## src/rtl/idram_pkg.sv

```systemverilog
package idram_pkg;

  localparam int unsigned DATA_W     = 8;
  localparam int unsigned ADDR_W     = 8;
  localparam int unsigned SFR_COUNT  = 7;
  localparam int unsigned PORT_COUNT = 4;
  localparam logic [7:0]  AUX_ADDR   = 8'h8E;
  localparam int unsigned EXTRAM_BIT = 1;
  localparam int unsigned AUX_INDEX  = 4;

  typedef enum logic [1:0] {
    TGT_RAM  = 2'd0,
    TGT_SFR  = 2'd1,
    TGT_MISS = 2'd2
  } target_e;

  // Register slots: 0..3 are the port latches, 4 is the auxiliary register.
  function automatic logic [7:0] sfr_addr_of(input int idx);
    case (idx)
      0:       return 8'h80;
      1:       return 8'h90;
      2:       return 8'hA0;
      3:       return 8'hB0;
      4:       return AUX_ADDR;
      5:       return 8'hE0;
      default: return 8'hF0;
    endcase
  endfunction

  function automatic logic [7:0] sfr_reset_of(input int idx);
    return (idx < int'(PORT_COUNT)) ? 8'hFF : 8'h00;
  endfunction

endpackage

```

## src/rtl/idram_ram.sv

```systemverilog
module idram_ram #(
  parameter int unsigned ADDR_W = idram_pkg::ADDR_W,
  parameter int unsigned DATA_W = idram_pkg::DATA_W
) (
  input  logic              clk,
  input  logic              we,
  input  logic [ADDR_W-1:0] addr,
  input  logic [DATA_W-1:0] wdata,
  output logic [DATA_W-1:0] rdata
);

  localparam int unsigned DEPTH = 1 << ADDR_W;

  logic [DATA_W-1:0] mem [DEPTH];

  // Single port, write-first not required: read shows pre-edge contents.
  always_ff @(posedge clk) begin
    if (we) begin
      mem[addr] <= wdata;
    end
  end

  assign rdata = mem[addr];

endmodule

```

## src/rtl/idram_sfr_file.sv

```systemverilog
module idram_sfr_file #(
  parameter int unsigned ADDR_W = idram_pkg::ADDR_W,
  parameter int unsigned DATA_W = idram_pkg::DATA_W
) (
  input  logic                                    clk,
  input  logic                                    rst,
  input  logic                                    we,
  input  logic [ADDR_W-1:0]                       addr,
  input  logic [DATA_W-1:0]                       wdata,
  output logic [DATA_W-1:0]                       rdata,
  output logic                                    hit,
  output logic                                    extram,
  output logic [idram_pkg::PORT_COUNT*DATA_W-1:0] port_lat
);

  import idram_pkg::*;

  logic [DATA_W-1:0]    regs_q [SFR_COUNT];
  logic [SFR_COUNT-1:0] match;

  for (genvar i = 0; i < int'(SFR_COUNT); i++) begin : g_reg
    localparam logic [ADDR_W-1:0] SLOT_ADDR = ADDR_W'(sfr_addr_of(i));
    localparam logic [DATA_W-1:0] SLOT_RST  = DATA_W'(sfr_reset_of(i));

    assign match[i] = (addr == SLOT_ADDR);

    always_ff @(posedge clk) begin
      if (rst) begin
        regs_q[i] <= SLOT_RST;
      end else if (we && match[i]) begin
        regs_q[i] <= wdata;
      end
    end
  end

  for (genvar k = 0; k < int'(PORT_COUNT); k++) begin : g_port
    assign port_lat[k*DATA_W +: DATA_W] = regs_q[k];
  end

  always_comb begin
    rdata = '0;
    for (int j = 0; j < int'(SFR_COUNT); j++) begin
      if (match[j]) begin
        rdata = rdata | regs_q[j];
      end
    end
  end

  assign hit    = |match;
  assign extram = regs_q[AUX_INDEX][EXTRAM_BIT];

endmodule

```

## src/rtl/idram_decode.sv

```systemverilog
module idram_decode #(
  parameter int unsigned ADDR_W = idram_pkg::ADDR_W,
  parameter int unsigned DATA_W = idram_pkg::DATA_W
) (
  input  logic              valid,
  input  logic              we,
  input  logic              direct,
  input  logic [ADDR_W-1:0] addr,
  input  logic              sfr_hit,
  input  logic [DATA_W-1:0] ram_rdata,
  input  logic [DATA_W-1:0] sfr_rdata,
  output logic              ram_we,
  output logic              sfr_we,
  output logic [DATA_W-1:0] rdata,
  output logic              miss
);

  import idram_pkg::*;

  target_e tgt;

  always_comb begin
    if (direct && addr[ADDR_W-1]) begin
      tgt = sfr_hit ? TGT_SFR : TGT_MISS;
    end else begin
      tgt = TGT_RAM;
    end
  end

  always_comb begin
    ram_we = 1'b0;
    sfr_we = 1'b0;
    miss   = 1'b0;
    rdata  = '0;
    unique case (tgt)
      TGT_RAM: begin
        ram_we = valid && we;
        rdata  = ram_rdata;
      end
      TGT_SFR: begin
        sfr_we = valid && we;
        rdata  = sfr_rdata;
      end
      default: begin
        miss = valid;
      end
    endcase
  end

endmodule

```

## src/rtl/idram_sfr_top.sv

```systemverilog
module idram_sfr_top #(
  parameter int unsigned ADDR_W = idram_pkg::ADDR_W,
  parameter int unsigned DATA_W = idram_pkg::DATA_W
) (
  input  logic                                    clk,
  input  logic                                    rst,
  input  logic                                    acc_valid,
  input  logic                                    acc_we,
  input  logic                                    acc_direct,
  input  logic [ADDR_W-1:0]                       acc_addr,
  input  logic [DATA_W-1:0]                       acc_wdata,
  output logic [DATA_W-1:0]                       acc_rdata,
  output logic                                    sfr_err,
  output logic                                    extram,
  output logic [idram_pkg::PORT_COUNT*DATA_W-1:0] port_lat
);

  logic              ram_we_w;
  logic              sfr_we_w;
  logic              sfr_hit_w;
  logic              miss_w;
  logic [DATA_W-1:0] ram_rdata_w;
  logic [DATA_W-1:0] sfr_rdata_w;

  idram_ram #(.ADDR_W(ADDR_W), .DATA_W(DATA_W)) u_ram (
    .clk   (clk),
    .we    (ram_we_w),
    .addr  (acc_addr),
    .wdata (acc_wdata),
    .rdata (ram_rdata_w)
  );

  idram_sfr_file #(.ADDR_W(ADDR_W), .DATA_W(DATA_W)) u_sfr (
    .clk      (clk),
    .rst      (rst),
    .we       (sfr_we_w),
    .addr     (acc_addr),
    .wdata    (acc_wdata),
    .rdata    (sfr_rdata_w),
    .hit      (sfr_hit_w),
    .extram   (extram),
    .port_lat (port_lat)
  );

  idram_decode #(.ADDR_W(ADDR_W), .DATA_W(DATA_W)) u_dec (
    .valid     (acc_valid),
    .we        (acc_we),
    .direct    (acc_direct),
    .addr      (acc_addr),
    .sfr_hit   (sfr_hit_w),
    .ram_rdata (ram_rdata_w),
    .sfr_rdata (sfr_rdata_w),
    .ram_we    (ram_we_w),
    .sfr_we    (sfr_we_w),
    .rdata     (acc_rdata),
    .miss      (miss_w)
  );

  always_ff @(posedge clk) begin
    if (rst) begin
      sfr_err <= 1'b0;
    end else begin
      sfr_err <= miss_w;
    end
  end

endmodule

```

## config.mk

```make
export PLATFORM = sky130hd
export DESIGN_NAME = idram_sfr_top
export DESIGN_NICKNAME = d
export VERILOG_FILES = /design/src/rtl/idram_pkg.sv /design/src/rtl/idram_ram.sv /design/src/rtl/idram_sfr_file.sv /design/src/rtl/idram_decode.sv /design/src/rtl/idram_sfr_top.sv
export SDC_FILE = /design/constraint.sdc
export NUM_CORES = 2
export LEC_CHECK = 0
export BUFFER_PORTS_ARGS = -buffer_cell sky130_fd_sc_hd__buf_2
export CORE_AREA = 4 4 360 362
export DETAILED_ROUTE_END_ITERATION = 10
export DIE_AREA = 0 0 364 366
export MAX_ROUTING_LAYER = met4
export PLACE_DENSITY = 0.81
export SKIP_CTS_REPAIR_TIMING = 1
export SLEW_MARGIN = 5
export SYNTH_ARGS = -nofsm -noshare
export SYNTH_HDL_FRONTEND = slang
export SYNTH_SLANG_ARGS = --single-unit
export TNS_END_PERCENT = 10
```

## constraint.sdc

```tcl
create_clock -name clk -period 4.2 [get_ports clk]
set_input_delay 0.21 -clock clk [delete_from_list [all_inputs] [get_ports clk]]
set_output_delay 0.21 -clock clk [all_outputs]
set_load 0.005 [all_outputs]
```

==> results.cfg <==
[outcome]
status = complete, but fails checks
violations = setup timing

[min_path]
min_delay_worst_endpoint = u_ram.mem[32][3]
hold_depth = 1
min_from = acc_wdata[3]
hold_path.class = primary input to flip-flop

[yosys]
syn-num-nets = 3982
synth_cells = 3961
netlist_area_sq_mm = 0.0818
yosysWarningCount = 0
ys.flop_type = edfxtp_1
synth.avg_cell_area_sq_um = 20.6
ys_ff_latch = 2105
synth_area_leaders = edfxtp_1, mux4_2, mux2i_1
synth_edf_count = 2104
synth.distinct_cells = 58
yosysTopAreaCellShare = 0.773
yosysSeqAreaShare = 0.773
synth_top_area_cell = edfxtp_1
async_flop_share = 0

[pwr]
leakage_nw = 29.4
ir_worst_vdd_mv = 0.448
finalPower_mw = 43.0
power.density_mw_per_mm2 = 468

[cells_and_area]
final_cell_mix = edfxtp_1, mux4_2, nor2_1
final_common_cell = edfxtp_1
syn_to_final_growth_pct = 12.3
fin_util = 0.725
nFillCells = 6543
fin_nets = 4258
drive_above_1_share = 0.247

[cts]
clk_pin_slew_ns = 0.06
cts_sinks = 2105
cts_htree_levels = 4
cts_made_buffers = 193
clockBufferDepth = 3
cts_tree = built
cts.root.buffer_cell = clkbuf_16

[timing]
hold_violations = 0
setup_ws_ns = -0.161
timing.final.crit_period_ns = 4.36
tightest_slew_ns = 1.17
fmax_ghz = 0.229
timing.final.crit_share = 1.04
slew_violations = 0
finalSetupViolCount = 3
slew_headroom = 0.198
rsz0062_at_grt = yes

[grt]
track_usage = 0.341
grt_start_max_net_pins = 160
grt_pass1_wl_um = 315000
first_global_vias = 44024
overflow = 0
antenna_found_initial = 11

[floorplan]
rows = 131
ioPinCount = 63
core_area_sq_mm = 0.127
dieArea_sq_mm = 0.133
start_util = 0.645
die_w_um = 364
die_y_um = 366

[worst_setup_path]
critPathRequiredTime_ns = 3.99
worstSetupStartpointType = flip-flop
crit_type = flip-flop to output port
cp_max_fo = 1
crit_arrival_ns = 4.15
endpoint_kind = output port

[place]
dpl.hpwl_um = 123000
numPortBuffers = 62
place_ws_ns = 0.263
place_congestion = 0.942

[detailed_routing]
antenna_left = 0
vias = 44455
routed_via_density = 7.32
drtIter0Drc = 7807
drt_first_pass_iters = 9
drcViolationCount = 0
wl_per_cell_um = 35.7
routed_wl_um = 217000

[run]
cap_violations = 0
-- how the worst max path moves through the flow --
stage | startpoint | end | slack, ns | depth (start not counted)
2_1_floorplan | acc_addr[2] | u_ram.mem[103][0] | 1.46 | 9
3_3_place_gp | acc_addr[1] | acc_rdata[3] | 0.22 | 9
3_5_place_dp | acc_addr[1] | acc_rdata[4] | 0.26 | 11
4_1_cts | u_ram.mem[183][5] | acc_rdata[5] | -0.13 | 7
5_1_grt | u_ram.mem[183][5] | acc_rdata[5] | -0.11 | 7
6_report | u_ram.mem[183][5] | acc_rdata[5] | -0.16 | 7
-- critical path, stage by stage (launching register included) --
cell and delay (ns):
edfxtp_1 0.40, mux4_2 0.49, o211ai_1 0.38, nand4_1 0.38
nor4_2 0.49, o2bb2ai_1 0.21, or4_1 0.75, buf_2 0.21
-- registers in the layout, summed over array words and instances, names as in the netlist --
name / cells
u_ram.mem: 2048
u_sfr.regs_q: 56
sfr_err: 1
-- synth_stat cells (24+ instances only) --
| cell | n |
|---|---|
| edfxtp_1 | 2104 |
| mux4_2 | 429 |
| nor2_1 | 289 |
| mux2i_1 | 187 |
| a22oi_1 | 140 |
| clkbuf_1 | 99 |
| buf_2 | 79 |
| nand2_1 | 76 |
| nand3_1 | 70 |
| and3_1 | 44 |
| a221oi_1 | 43 |
| buf_4 | 36 |
| o22ai_1 | 33 |
| or2_2 | 33 |
| nand4_1 | 31 |
| o21ai_0 | 29 |
| o211ai_1 | 24 |
-- where the power goes --
part | internal, mW | leakage [nW] | switching [mW]
combinational | 0.692 | 7.33 | 1.33
clock | 9.96 | 3.07 | 7.87
sequential | 23.1 | 19.0 | 0.0242
total | 33.8 | 29.4 | 9.23
-- kinds of logic (layout without fill, tap and decap cells) --
| family | Yosys count | count (layout) | share of synthesized area |
|---|---|---|---|
| other cells | 0 | 10 | 0 |
| mux | 621 | 621 | 0.142 |
| flops | 2105 | 2105 | 0.773 |
| simple gates | 630 | 630 | 0.0368 |
| compound gates | 357 | 357 | 0.0324 |
| buf+inv | 248 | 688 | 0.0160 |
-- metal layers --
layer / global-route usage / vias up / wire (um)
li1: - / 17056 / -
met1: 0.445 / 22386 / 70900
met2: 0.508 / 4226 / 104000
met3: 0.0943 / 787 / 29400
met4: 0.160 / 0 / 12600
met5: - / - / 0
-- final cells by class --
| cell class | count | area (sq um) | share of cell area |
|---|---|---|---|
| tap | 1662 | 2080 | 0.0226 |
| inverter | 1 | 3.75 | 0.0000409 |
| antenna | 10 | 25.0 | 0.000272 |
| clock buffer | 241 | 5010 | 0.0545 |
| clock inverter | 118 | 1350 | 0.0147 |
| timing repair buffer | 328 | 2850 | 0.0311 |
| multi-input combinational | 1608 | 17300 | 0.189 |
| sequential | 2105 | 63200 | 0.688 |
-- metrics by stage --
stage	std cells	area, sq um	hold WS, ns	setup TNS, ns
after detailed placement	5699	85400	0.587	0
after global placement	5699	85400	0.577	0
after CTS	6058	91700	-0.307	-0.280
after floorplan	3961	81800	0.309	0
final	6073	91800	0.0231	-0.370
after global routing	6072	91800	0.0334	-0.123
No activity file was read; power rests on OpenSTA's default activity.
